--- src/rtl/phase_mode_sel.sv ---
module phase_mode_sel #(
  parameter int ERR_W = 16
) (
  input  logic                    clk,
  input  logic                    rst_n,
  input  logic                    ref_tick,
  input  logic signed [ERR_W-1:0] phase_err,
  input  logic        [ERR_W-1:0] thr_coarse,
  input  logic        [ERR_W-1:0] thr_fine,
  input  logic                    dgain_zero,
  input  logic                    freq_reconf,
  output logic        [1:0]       mode,
  output logic        [3:0]       gain_sel
);

  typedef enum logic [1:0] {
    M_COUNT = 2'd0,
    M_TDC   = 2'd1,
    M_BBFSM = 2'd2,
    M_BB    = 2'd3
  } regime_t;

  regime_t             cur, nxt;
  logic    [ERR_W-1:0] err_mag;

  assign err_mag = phase_err[ERR_W-1] ? ERR_W'(-phase_err) : ERR_W'(phase_err);

  always_comb begin
    nxt = cur;
    if (freq_reconf) begin
      nxt = M_COUNT;
    end else if (ref_tick) begin
      unique case (cur)
        M_COUNT: if (err_mag < thr_coarse) nxt = M_TDC;
        M_TDC:   if (err_mag < thr_fine)   nxt = M_BBFSM;
        M_BBFSM: if (dgain_zero)           nxt = M_BB;
        M_BB:    nxt = M_BB;
      endcase
    end
  end

  always_ff @(posedge clk or negedge rst_n) begin
    if (!rst_n) cur <= M_COUNT;
    else        cur <= nxt;
  end

  assign mode     = cur;
  assign gain_sel = 4'b0001 << cur;

endmodule

--- config.mk ---
export PLATFORM = sky130hd
export DESIGN_NAME = phase_mode_sel
export DESIGN_NICKNAME = d
export VERILOG_FILES = /design/src/rtl/phase_mode_sel.sv
export SDC_FILE = /design/constraint.sdc
export NUM_CORES = 1
export LEC_CHECK = 0
export ABC_CLOCK_PERIOD_IN_PS = 1000
export BUFFER_PORTS_ARGS = -buffer_cell sky130_fd_sc_hd__buf_2
export CORE_UTILIZATION = 42
export DETAILED_ROUTE_END_ITERATION = 8
export PLACE_DENSITY = 0.77
export SYNTH_ARGS = -nofsm -noshare
export SYNTH_HDL_FRONTEND = slang
export SYNTH_SLANG_ARGS = --single-unit
--- constraint.sdc ---
create_clock -name clk -period 1 [get_ports clk]
set_input_delay 0.05 -clock clk [delete_from_list [all_inputs] [get_ports clk]]
set_output_delay 0.05 -clock clk [all_outputs]
set_load 0.01 [all_outputs]
==> results of run 1 <==
metrics by stage:
stage | hold slack, ns | worst slack (ns)
after floorplan | -0.246 | -0.977
after global placement | -0.163 | -1.35
after detailed placement | -0.163 | -1.40
after CTS | 0.0437 | -1.12
after global routing | 0.0531 | -1.21
final | 0.0544 | -1.08
cells by family after synthesis:
| group | count (synthesis) |
|---|---|
| and+or+nand+nor | 41 |
| AOI/OAI and AO/OA | 38 |
| buffers and inverters | 37 |
| adders and majority gates | 31 |
| xor gates and xnor gates | 13 |
| DFF | 2 |
how the worst max path moves through the flow:
stage / endpoint / slack (ns) / depth (start not counted)
after detailed placement: mode[0] / -1.40 / 11
final: mode[0] / -1.08 / 11
after global placement: mode[0] / -1.35 / 11
after global routing: mode[0] / -1.21 / 10
after floorplan: mode[0] / -0.98 / 10
after CTS: mode[0] / -1.12 / 11
cells in the mapped netlist, types with 2 or more instances:
cell type | n | area share
inv_1 | 36 | 0.12
ha_1 | 31 | 0.33
nand2_1 | 13 | 0.042
xnor2_1 | 13 | 0.097
a21oi_1 | 10 | 0.043
o21ai_0 | 7 | 0.030
nand2b_1 | 6 | 0.032
nand4_1 | 4 | 0.021
nor2_1 | 4 | 0.013
nand3_1 | 3 | 0.013
o31ai_1 | 3 | 0.019
a2111oi_0 | 2 | 0.015
a21o_1 | 2 | 0.013
dfrtp_1 | 2 | 0.043
nor2b_1 | 2 | 0.011
nor4_1 | 2 | 0.011
o21ai_1 | 2 | 0.0085
o41ai_1 | 2 | 0.015
or3_1 | 2 | 0.011
power by group through the flow:
stage                     Combinational [mW]  Sequential (mW)  Clock [mW]
after floorplan                        0.442            0.108           0
after global placement                 0.791           0.0998           0
after detailed placement               0.808           0.0994           0
after CTS                              0.849            0.101       0.185
after global routing                    1.03            0.103       0.199
final                                  0.933            0.102       0.181
metal layers:
layer,up-vias,wire length (um),share of wire,track usage
met5,-,0,0,0
met4,0,103,0.031,0.0917
met3,14,146,0.043,0.0246
met2,55,1620,0.48,0.432
met1,608,1500,0.45,0.271
li1,742,-,-,-
what timing repair did:
action | 4_1_cts | 5_1_grt
gates resized for setup | 15 | 14
setup endpoints to repair | 6 | 6
hold buffers | 1 | 0
endpoints found under the hold margin | 2 | 0
setup buffers | 1 | 0
pin swaps | 12 | 5
cell usage in the layout, fill, tap and decap left out, types with 5 or more instances in the layout:
cell / Yosys / final
a21oi_1: 10 / 9
buf_2: 0 / 52
buf_4: 0 / 22
buf_6: 0 / 7
ha_1: 31 / 31
inv_1: 36 / 35
nand2_1: 13 / 12
nand2b_1: 6 / 5
o21ai_0: 7 / 6
xnor2_1: 13 / 10
final cells by class:
cell class                 count  area (um^2)  share of cell area
clock buffer                   3         22.5              0.0117
inverter                      36          135              0.0705
tap                           30         37.5              0.0196
sequential                     2         50.0              0.0261
timing repair buffer          84          544               0.284
multi-input combinational    123         1130               0.588
worst register-to-register path, stage by stage (launching register included):
cell and delay [ns]:
dfrtp_1 0.41, nor4_1 0.33, o21ai_1 0.11, a32o_1 0.25
==> reports/metrics.cfg, run 1 <==
[run_status]
status = complete, but fails checks
violations = setup timing

[min_path]
min_delay_path_depth = 2
min-delay-start = freq_reconf
min_to = mode[1]
hp-class = primary input to flop

[clock_network]
cts.sinks = 2
cts.clk_slew.worst_paths_ns = 0.03
clock_latency_ns = 0.23
cts_buffer_depth = 2
cts_tree = yes
cts_max_level = 1
cts_buffers = 3
root_buffer = clkbuf_4

[timing]
hold_violations = 0
fin_tns_setup_ns = -2.31
worstMarginPinSlew_ns = 0.501
relSlewSlack = 0.657
max_freq_mhz = 481
finalSetupViolations = 6
rsz0062_at_grt = true
slew_viol_final = 0
skew_ns = 0.00654
min_period_over_period = 2.08
period_minus_slack_ns = 2.08
timing.final.ws_setup_ns = -1.08

[critical_path]
critPathKind = primary input to flop
crit_path_cell_trace = buf_2, nor4_4, nand3_2, o31ai_2, xnor2_1, buf_4, ha_1, nand4_1, nor4_1, o21ai_1, a32o_1
max_stage_delay_ns = 0.37
worstSetupEndpointType = flop
crit_slowest_cell = nor4_4
startpoint = phase_err[9]
critPathMaxFanout = 3
r2r_start = mode[1]
cp_data_arrival_time_ns = 2.19
r2r_slack_ns = -0.22
r2r_end = mode[0]
cp-start-kind = primary input
crit_family = simple AND/OR/NAND/NOR gates
reg2reg_depth = 3
crit_buf_inv = 2
cp.required_ns = 1.11

[synthesis]
synthXorXnorAreaFrac = 0.0969
synth_compound_area_frac = 0.226
synth_warnings = 0
ys_types = 35
synth_fp_nets = 246
synth_area_per_cell_um2 = 7.25
netlist_area_mm2 = 0.00117
synthFlopType = dfrtp_1
synth-edff-count = 0
synth_top_family_by_area = adder cells
ys_seq_area_frac = 0.0426
synth-seq-cells = 2
synthCells = 162
synth_fa_ha_area_frac = 0.330
synthSimpleGateAreaFrac = 0.186
synthMuxAreaShare = 0
async_reset_ff_frac = 1.00

[finish]
largest_reg_flops = 2
diodes = 0
stdcell_count = 278
final_util = 0.747
layout-drive-gt1-share = 0.448
final_area_mm2 = 0.00192
area_growth_pct = 63.3
n_fill_cell = 204
nets = 334

[floorplan]
rows = 18
initial_core_util = 0.458
die_w_um = 54.9
die_h_um = 54.9
dieArea_mm2 = 0.00301
coreArea_mm2 = 0.00257
ioPinCount = 59

[power_and_ir_drop]
pwr-share-seq = 0.084
switching_share = 0.415
p_switching_uw = 504
p_per_area_mw_per_mm2 = 634
combPwrFrac = 0.767
clock_power_share = 0.149
internal_power_uw = 712
power_mw = 1.22
p_leak_nw = 1.06
vdd_drop_max_mv = 0.581

[placement]
place_area_mm2 = 0.00174
dpl.hpwl_mm = 2.73
globalplace.congestion = 0.846
placed_cells = 273
io_buffers = 58

[drt]
num_vias = 1419
first_iter_violations = 15
drt_wl_total_mm = 3.38
drc = 0
via_per_inst = 5.10
avgRoutedWirePerCell_um = 12.1
ant_nets = 0
first_pass_iters = 5

[grt]
grt_pass1_vias = 1355
grtUsageTotal = 0.233
grt_max_degree = 9
grt_pass1_wl_mm = 5.15
grt_antenna_before_repair = 0
overflow = 0

[run]
cap_violations = 0

Power figures use the tool's default switching activity.
==> run 2, diff against run 1 <==
==> constraint.sdc (replaced) <==
create_clock -name clk -period 1 [get_ports clk]
set_input_delay 0 -clock clk [delete_from_list [all_inputs] [get_ports clk]]
set_output_delay 0 -clock clk [all_outputs]
set_load 0.01 [all_outputs]
==> run 2 against run 1 <==
The flow still finishes with violations (setup timing). Global-route usage rose by 1.0 points. Clock-buffer cell count unchanged. Non-clock buffer count rose by 5. Core utilization up 3.2 points. Final cell count increased by 1.8%. Fmax down 4.8%. Worst hold slack improved by 0.080 ns. Sequential power is essentially flat. Largest power group unchanged. Highest routed layer unchanged.
==> reports/metrics.cfg, run 2 (synthesized netlist as in run 1, its figures left out) <==
[power_and_ir_drop]
p_leak_nw = 1.10  ; +3.7%
p_per_area_mw_per_mm2 = 633  ; -0.10%
power_mw = 1.27  ; +4.2%
vdd_drop_max_mv = 0.691  ; +19%

[finish]
most-common-layout-cells = buf_2 (52), inv_1 (34), ha_1 (30)
layout_commonest_cell = buf_2
largest_reg_flops = 2  ; unchanged
n_fill_cell = 183  ; -10%
seq_area_um2 = 50.0  ; unchanged
multiInputGateArea_mm2 = 0.00116  ; +3.1%
final_util = 0.779  ; +0.0322
layout-drive-gt1-share = 0.466  ; +0.0188
area_growth_pct = 70.3
stdcell_count = 283  ; +1.8%
diodes = 0  ; unchanged
nets = 339  ; +1.5%

[timing]
slew_viol_final = 0  ; unchanged
finalSetupViolations = 7  ; +1
hold_violations = 0  ; unchanged
timing.final.ws_setup_ns = -1.18  ; -0.105 ns
max_freq_mhz = 458  ; -4.8%
skew_ns = 0.00418  ; -0.00236 ns
period_minus_slack_ns = 2.18  ; +0.105 ns
relSlewSlack = 0.701  ; +0.0441
rsz0062_at_grt = true
worstMarginPinSlew_ns = 0.437  ; -0.0645 ns
min_period_over_period = 2.18  ; +0.105

[floorplan]
rows = 18  ; unchanged
initial_core_util = 0.458  ; unchanged
coreArea_mm2 = 0.00257  ; unchanged
die_h_um = 54.9  ; unchanged
ioPinCount = 59  ; unchanged
die_w_um = 54.9  ; unchanged
dieArea_mm2 = 0.00301  ; unchanged

[clock_network]
cts_tree = yes
cts.clk_slew.worst_paths_ns = 0.03  ; about the same
root_buffer = clkbuf_4
cts_max_level = 1  ; unchanged
clock_latency_ns = 0.23  ; about the same
cts.sinks = 2  ; unchanged
cts_buffer_depth = 2  ; unchanged
cts_buffers = 3  ; unchanged

[grt]
grt_busiest_layer = met2
grt_max_degree = 9  ; unchanged
gr-usage-met2 = 0.450  ; +0.0181
grtUsageMet1 = 0.282  ; +0.0114
grt_pass1_vias = 1370  ; +1.1%
grt_pass1_wl_mm = 5.31  ; +3.1%
overflow = 0  ; unchanged
grtUsageTotal = 0.244  ; +0.0102
met3_usage = 0.0301  ; +0.00546
grt_antenna_before_repair = 0  ; unchanged

[placement]
dpl.hpwl_mm = 2.73  ; -0.27%
dp_slack_ns = -1.34  ; +0.0610 ns
io_buffers = 58  ; unchanged
globalplace.congestion = 0.846  ; about the same
placed_cells = 273  ; unchanged

[critical_path]
startpoint = phase_err[6]
critPathKind = primary input to flop
worstSetupEndpointType = flop
crit_family = simple AND/OR/NAND/NOR gates
max_stage_delay_ns = 0.32  ; -0.05 ns
r2r_start = mode[1]
cp.required_ns = 1.11  ; about the same
cp_common_cell = buf_4
crit_buf_inv = 3  ; +1
crit_slowest_cell = nor4_1
critPathMaxFanout = 3  ; unchanged
crit_path_cell_trace = buf_8, nor4_4, buf_4, nand3_2, o31ai_2, xnor2_1, buf_4, ha_1, nand4_1, nor4_1, o21ai_1, a32o_1
cp_data_arrival_time_ns = 2.29  ; +0.10 ns
cp-start-kind = primary input

[drt]
via_per_inst = 5.16  ; +1.1%
first_pass_iters = 4  ; -1
drc = 0  ; unchanged
avgRoutedWirePerCell_um = 13.4  ; +10%
ant_nets = 0  ; unchanged
first_iter_violations = 13  ; -2
num_vias = 1461  ; +3.0%
drt_wl_total_mm = 3.79  ; +12%

[run]
cap_violations = 0  ; unchanged

[min_path]
hp-class = primary input to asynchronous set/reset pin

[run_status]
status = complete, but fails checks
violations = setup timing

[run 2: cell types whose count changed in the layout (fill, tap and decap cells not counted), sizes merged]
| cell | change |
|---|---|
| dlygate4sd3 | +1 |
| buf | +4 |
[run 2: final timing paths]
| path | to | slack, ns | cells past startpoint |
|---|---|---|---|
| worst max-delay path | mode[0] | -1.18 | 12 |
| worst min-delay path | mode[0] | 0.13 | 2 |
| worst max register to register | mode[0] | -0.34 | 3 |
| worst min register to register | mode[1] | 0.75 | 3 |
| max in group asynchronous | mode[1] | 0.77 | 2 |
| min in group clk | mode[0] | 0.21 | 3 |
[run 2: power by group]
group | internal [mW] | leakage, nW | switching [mW]
Sequential | 0.0903 | 0.0267 | 0.0134
Clock | 0.132 | 0.0138 | 0.0468
Combinational | 0.518 | 1.06 | 0.467
Total | 0.740 | 1.10 | 0.527
[run 2: stage by stage]
stage          cell area (um^2)  setup TNS [ns]  hold slack [ns]
6_report                   2000           -2.64            0.135
3_3_place_gp               1740           -2.48           -0.213
5_1_grt                    2000           -3.05            0.135
3_5_place_dp               1740           -2.57           -0.213
2_1_floorplan              1240           -1.72           -0.296
4_1_cts                    1870           -2.26           0.0887
[run 2: per-layer routing]
| layer | share of wire | wire length (um) |
|---|---|---|
| met5 | 0 | 0 |
| met4 | 0.037 | 140 |
| met3 | 0.052 | 198 |
| met2 | 0.49 | 1870 |
| met1 | 0.42 | 1580 |
[run 2: area by class of cell]
| cell class | count | area share |
|---|---|---|
| Tap cell | 30 | 0.0188 |
| Clock buffer | 3 | 0.0113 |
| Multi-Input combinational cell | 123 | 0.582 |
| Inverter | 36 | 0.0675 |
| Timing Repair Buffer | 89 | 0.296 |
| Sequential cell | 2 | 0.0250 |
[run 2: what timing repair did]
action	in CTS	in global routing
setup buffers	3	4
hold buffers	2	0
pin swaps	16	18
gates resized for setup	14	25
endpoints found under the hold margin	3	0
setup endpoints to repair	5	7
==> run 3, diff against run 2 <==
==> config.mk (replaced) <==
export PLATFORM = sky130hd
export DESIGN_NAME = phase_mode_sel
export DESIGN_NICKNAME = d
export VERILOG_FILES = /design/src/rtl/phase_mode_sel.sv
export SDC_FILE = /design/constraint.sdc
export NUM_CORES = 1
export LEC_CHECK = 0
export ABC_CLOCK_PERIOD_IN_PS = 2800
export BUFFER_PORTS_ARGS = -buffer_cell sky130_fd_sc_hd__buf_2
export CORE_UTILIZATION = 45
export DETAILED_ROUTE_END_ITERATION = 8
export PLACE_DENSITY = 0.79
export SYNTH_ARGS = -nofsm -noshare
export SYNTH_HDL_FRONTEND = slang
export SYNTH_SLANG_ARGS = --single-unit
==> constraint.sdc (replaced) <==
create_clock -name clk -period 2.8 [get_ports clk]
set_input_delay 0 -clock clk [delete_from_list [all_inputs] [get_ports clk]]
set_output_delay 0 -clock clk [all_outputs]
set_load 0.01 [all_outputs]
==> run 3 against run 2 <==
The flow now finishes without violations. Clock-buffer cell count did not move. Highest routed layer unchanged. Critical endpoint unchanged. Design area fell by 23%. Sequential share of layout area rose by 0.75 points. Critical path depth fell by 1. Register-to-register slack improved by 2.0 ns. Setup slack improved by 1.9 ns. Sequential cell count did not move.
==> reports/metrics.cfg, run 3 (synthesized netlist as in run 1, its figures left out) <==
[critical_path]
critPathMaxFanout = 3  ; unchanged
reg2reg_depth = 3  ; unchanged
cp_common_cell = nand2b_1
cp.required_ns = 2.91  ; +1.80 ns
crit_family = simple AND/OR/NAND/NOR gates
crit_slowest_cell = nor4_2
cp-start-kind = primary input
crit_path_cell_trace = buf_2, nor4_2, nand2b_1, nand2b_1, o21ai_1, xnor2_1, ha_1, nand4_1, nor4_1, o21ai_0, a32o_1
r2r_slack_ns = 1.61  ; +1.95 ns
crit_buf_inv = 1  ; -2
r2r_end = mode[0]
r2r_start = mode[1]
max_stage_delay_ns = 0.37  ; +0.05 ns
critPathKind = primary input to flop
worstSetupEndpointType = flop
cp_data_arrival_time_ns = 2.22  ; -0.07 ns

[drt]
ant_nets = 0  ; unchanged
drc = 0  ; unchanged
via_per_inst = 5.09  ; -1.4%
num_vias = 1293  ; -11%
first_pass_iters = 4  ; unchanged
avgRoutedWirePerCell_um = 10.3  ; -23%
first_iter_violations = 14  ; +1
drt_wl_total_mm = 2.61  ; -31%

[finish]
area_growth_pct = 31.2
stdcell_count = 254  ; -10%
seq_area_um2 = 50.0  ; unchanged
layout-drive-gt1-share = 0.290  ; -0.176
n_fill_cell = 257  ; +40%
diodes = 0  ; unchanged
most-common-layout-cells = buf_2 (58), inv_1 (36), ha_1 (31)
nets = 310  ; -8.6%
multiInputGateArea_um2 = 986  ; -15%
final_util = 0.622  ; -0.157
largest_reg_flops = 2  ; unchanged
layout_commonest_cell = buf_2
final_area_mm2 = 0.00154  ; -23%

[clock_network]
clock_latency_ns = 0.23  ; about the same
cts.sinks = 2  ; unchanged
cts_buffers = 3  ; unchanged
root_buffer = clkbuf_4
cts.clk_slew.worst_paths_ns = 0.03  ; about the same
cts_buffer_depth = 2  ; unchanged
cts_setup_buffers = 0  ; -3
cts_tree = yes
cts_max_level = 1  ; unchanged

[min_path]
hp-class = primary input to asynchronous set/reset pin

[placement]
place_area_mm2 = 0.00150  ; -14%
placed_cells = 249  ; -8.8%
dp_slack_ns = 0.432  ; +1.77 ns
dpl.hpwl_mm = 2.36  ; -13%
globalplace.congestion = 0.810  ; -4.2%
io_buffers = 58  ; unchanged

[timing]
hold_slack_ns = 0.101  ; -0.0341 ns
hold_violations = 0  ; unchanged
slew_viol_final = 0  ; unchanged
timing.final.ws_setup_ns = 0.696  ; +1.88 ns
period_minus_slack_ns = 2.10
relSlewSlack = 0.630  ; -0.0709
max_freq_mhz = 475
fin_tns_setup_ns = 0  ; +2.64 ns
rsz0062_at_grt = false
min_period_over_period = 0.751
finalSetupViolations = 0  ; -7
worstMarginPinSlew_ns = 0.541  ; +0.104 ns
skew_ns = 0.00106  ; -0.00312 ns

[power_and_ir_drop]
vdd_drop_max_mv = 0.201  ; -71%
p_leak_nw = 0.879  ; -20%
power_uw = 346  ; -73%
p_per_area_mw_per_mm2 = 224  ; -65%

[floorplan]
dieArea_mm2 = 0.00282  ; -6.4%
die_w_um = 53.1  ; -3.3%
die_h_um = 53.1  ; -3.3%
ioPinCount = 59  ; unchanged
coreArea_mm2 = 0.00248  ; -3.5%
rows = 18  ; unchanged
initial_core_util = 0.474  ; +0.0166

[grt]
overflow = 0  ; unchanged
grt_antenna_before_repair = 0  ; unchanged
grt_max_degree = 17  ; +8
grt_pass1_vias = 1117  ; -18%
grtUsageTotal = 0.203  ; -0.0407
grt_pass1_wl_mm = 4.24  ; -20%

[run_status]
status = finished, final reports clean

[run]
cap_violations = 0  ; unchanged

==> run 3: layout make-up <==
| type | instances | area share |
|---|---|---|
| clock buffer | 3 | 0.0146 |
| inverter | 36 | 0.0877 |
| multi-input combinational | 123 | 0.640 |
| sequential | 2 | 0.0325 |
| tap | 30 | 0.0244 |
| timing repair buffer | 60 | 0.201 |
==> run 3: how the worst max path moves through the flow <==
stage	from	to	slack [ns]	cells after the start
after floorplan	phase_err[1]	mode[0]	0.80	9
after global placement	phase_err[5]	mode[0]	0.41	11
after detailed placement	phase_err[5]	mode[0]	0.43	11
after CTS	phase_err[5]	mode[0]	0.67	11
after global routing	phase_err[5]	mode[0]	0.45	11
final	phase_err[5]	mode[0]	0.70	11
==> run 3: per-layer routing <==
| metal | global-route usage | share of wire |
|---|---|---|
| met1 | 0.219 | 0.46 |
| met2 | 0.384 | 0.45 |
| met3 | 0.0431 | 0.074 |
| met4 | 0.0658 | 0.011 |
| met5 | 0 | 0 |
==> run 3: what timing repair did <==
action | 4_1_cts | 5_1_grt
gates resized for setup | 0 | 0
endpoints found under the hold margin | 3 | 0
hold buffers | 2 | 0
endpoints found under the setup margin | 0 | 0
==> run 3: power by group <==
group / internal (mW) / switching (mW) / leakage [nW] / total [mW]
clock network: 0.0474 / 0.0187 / 0.0138 / 0.0661
registers: 0.0322 / 0.00560 / 0.0267 / 0.0378
logic: 0.119 / 0.123 / 0.838 / 0.242
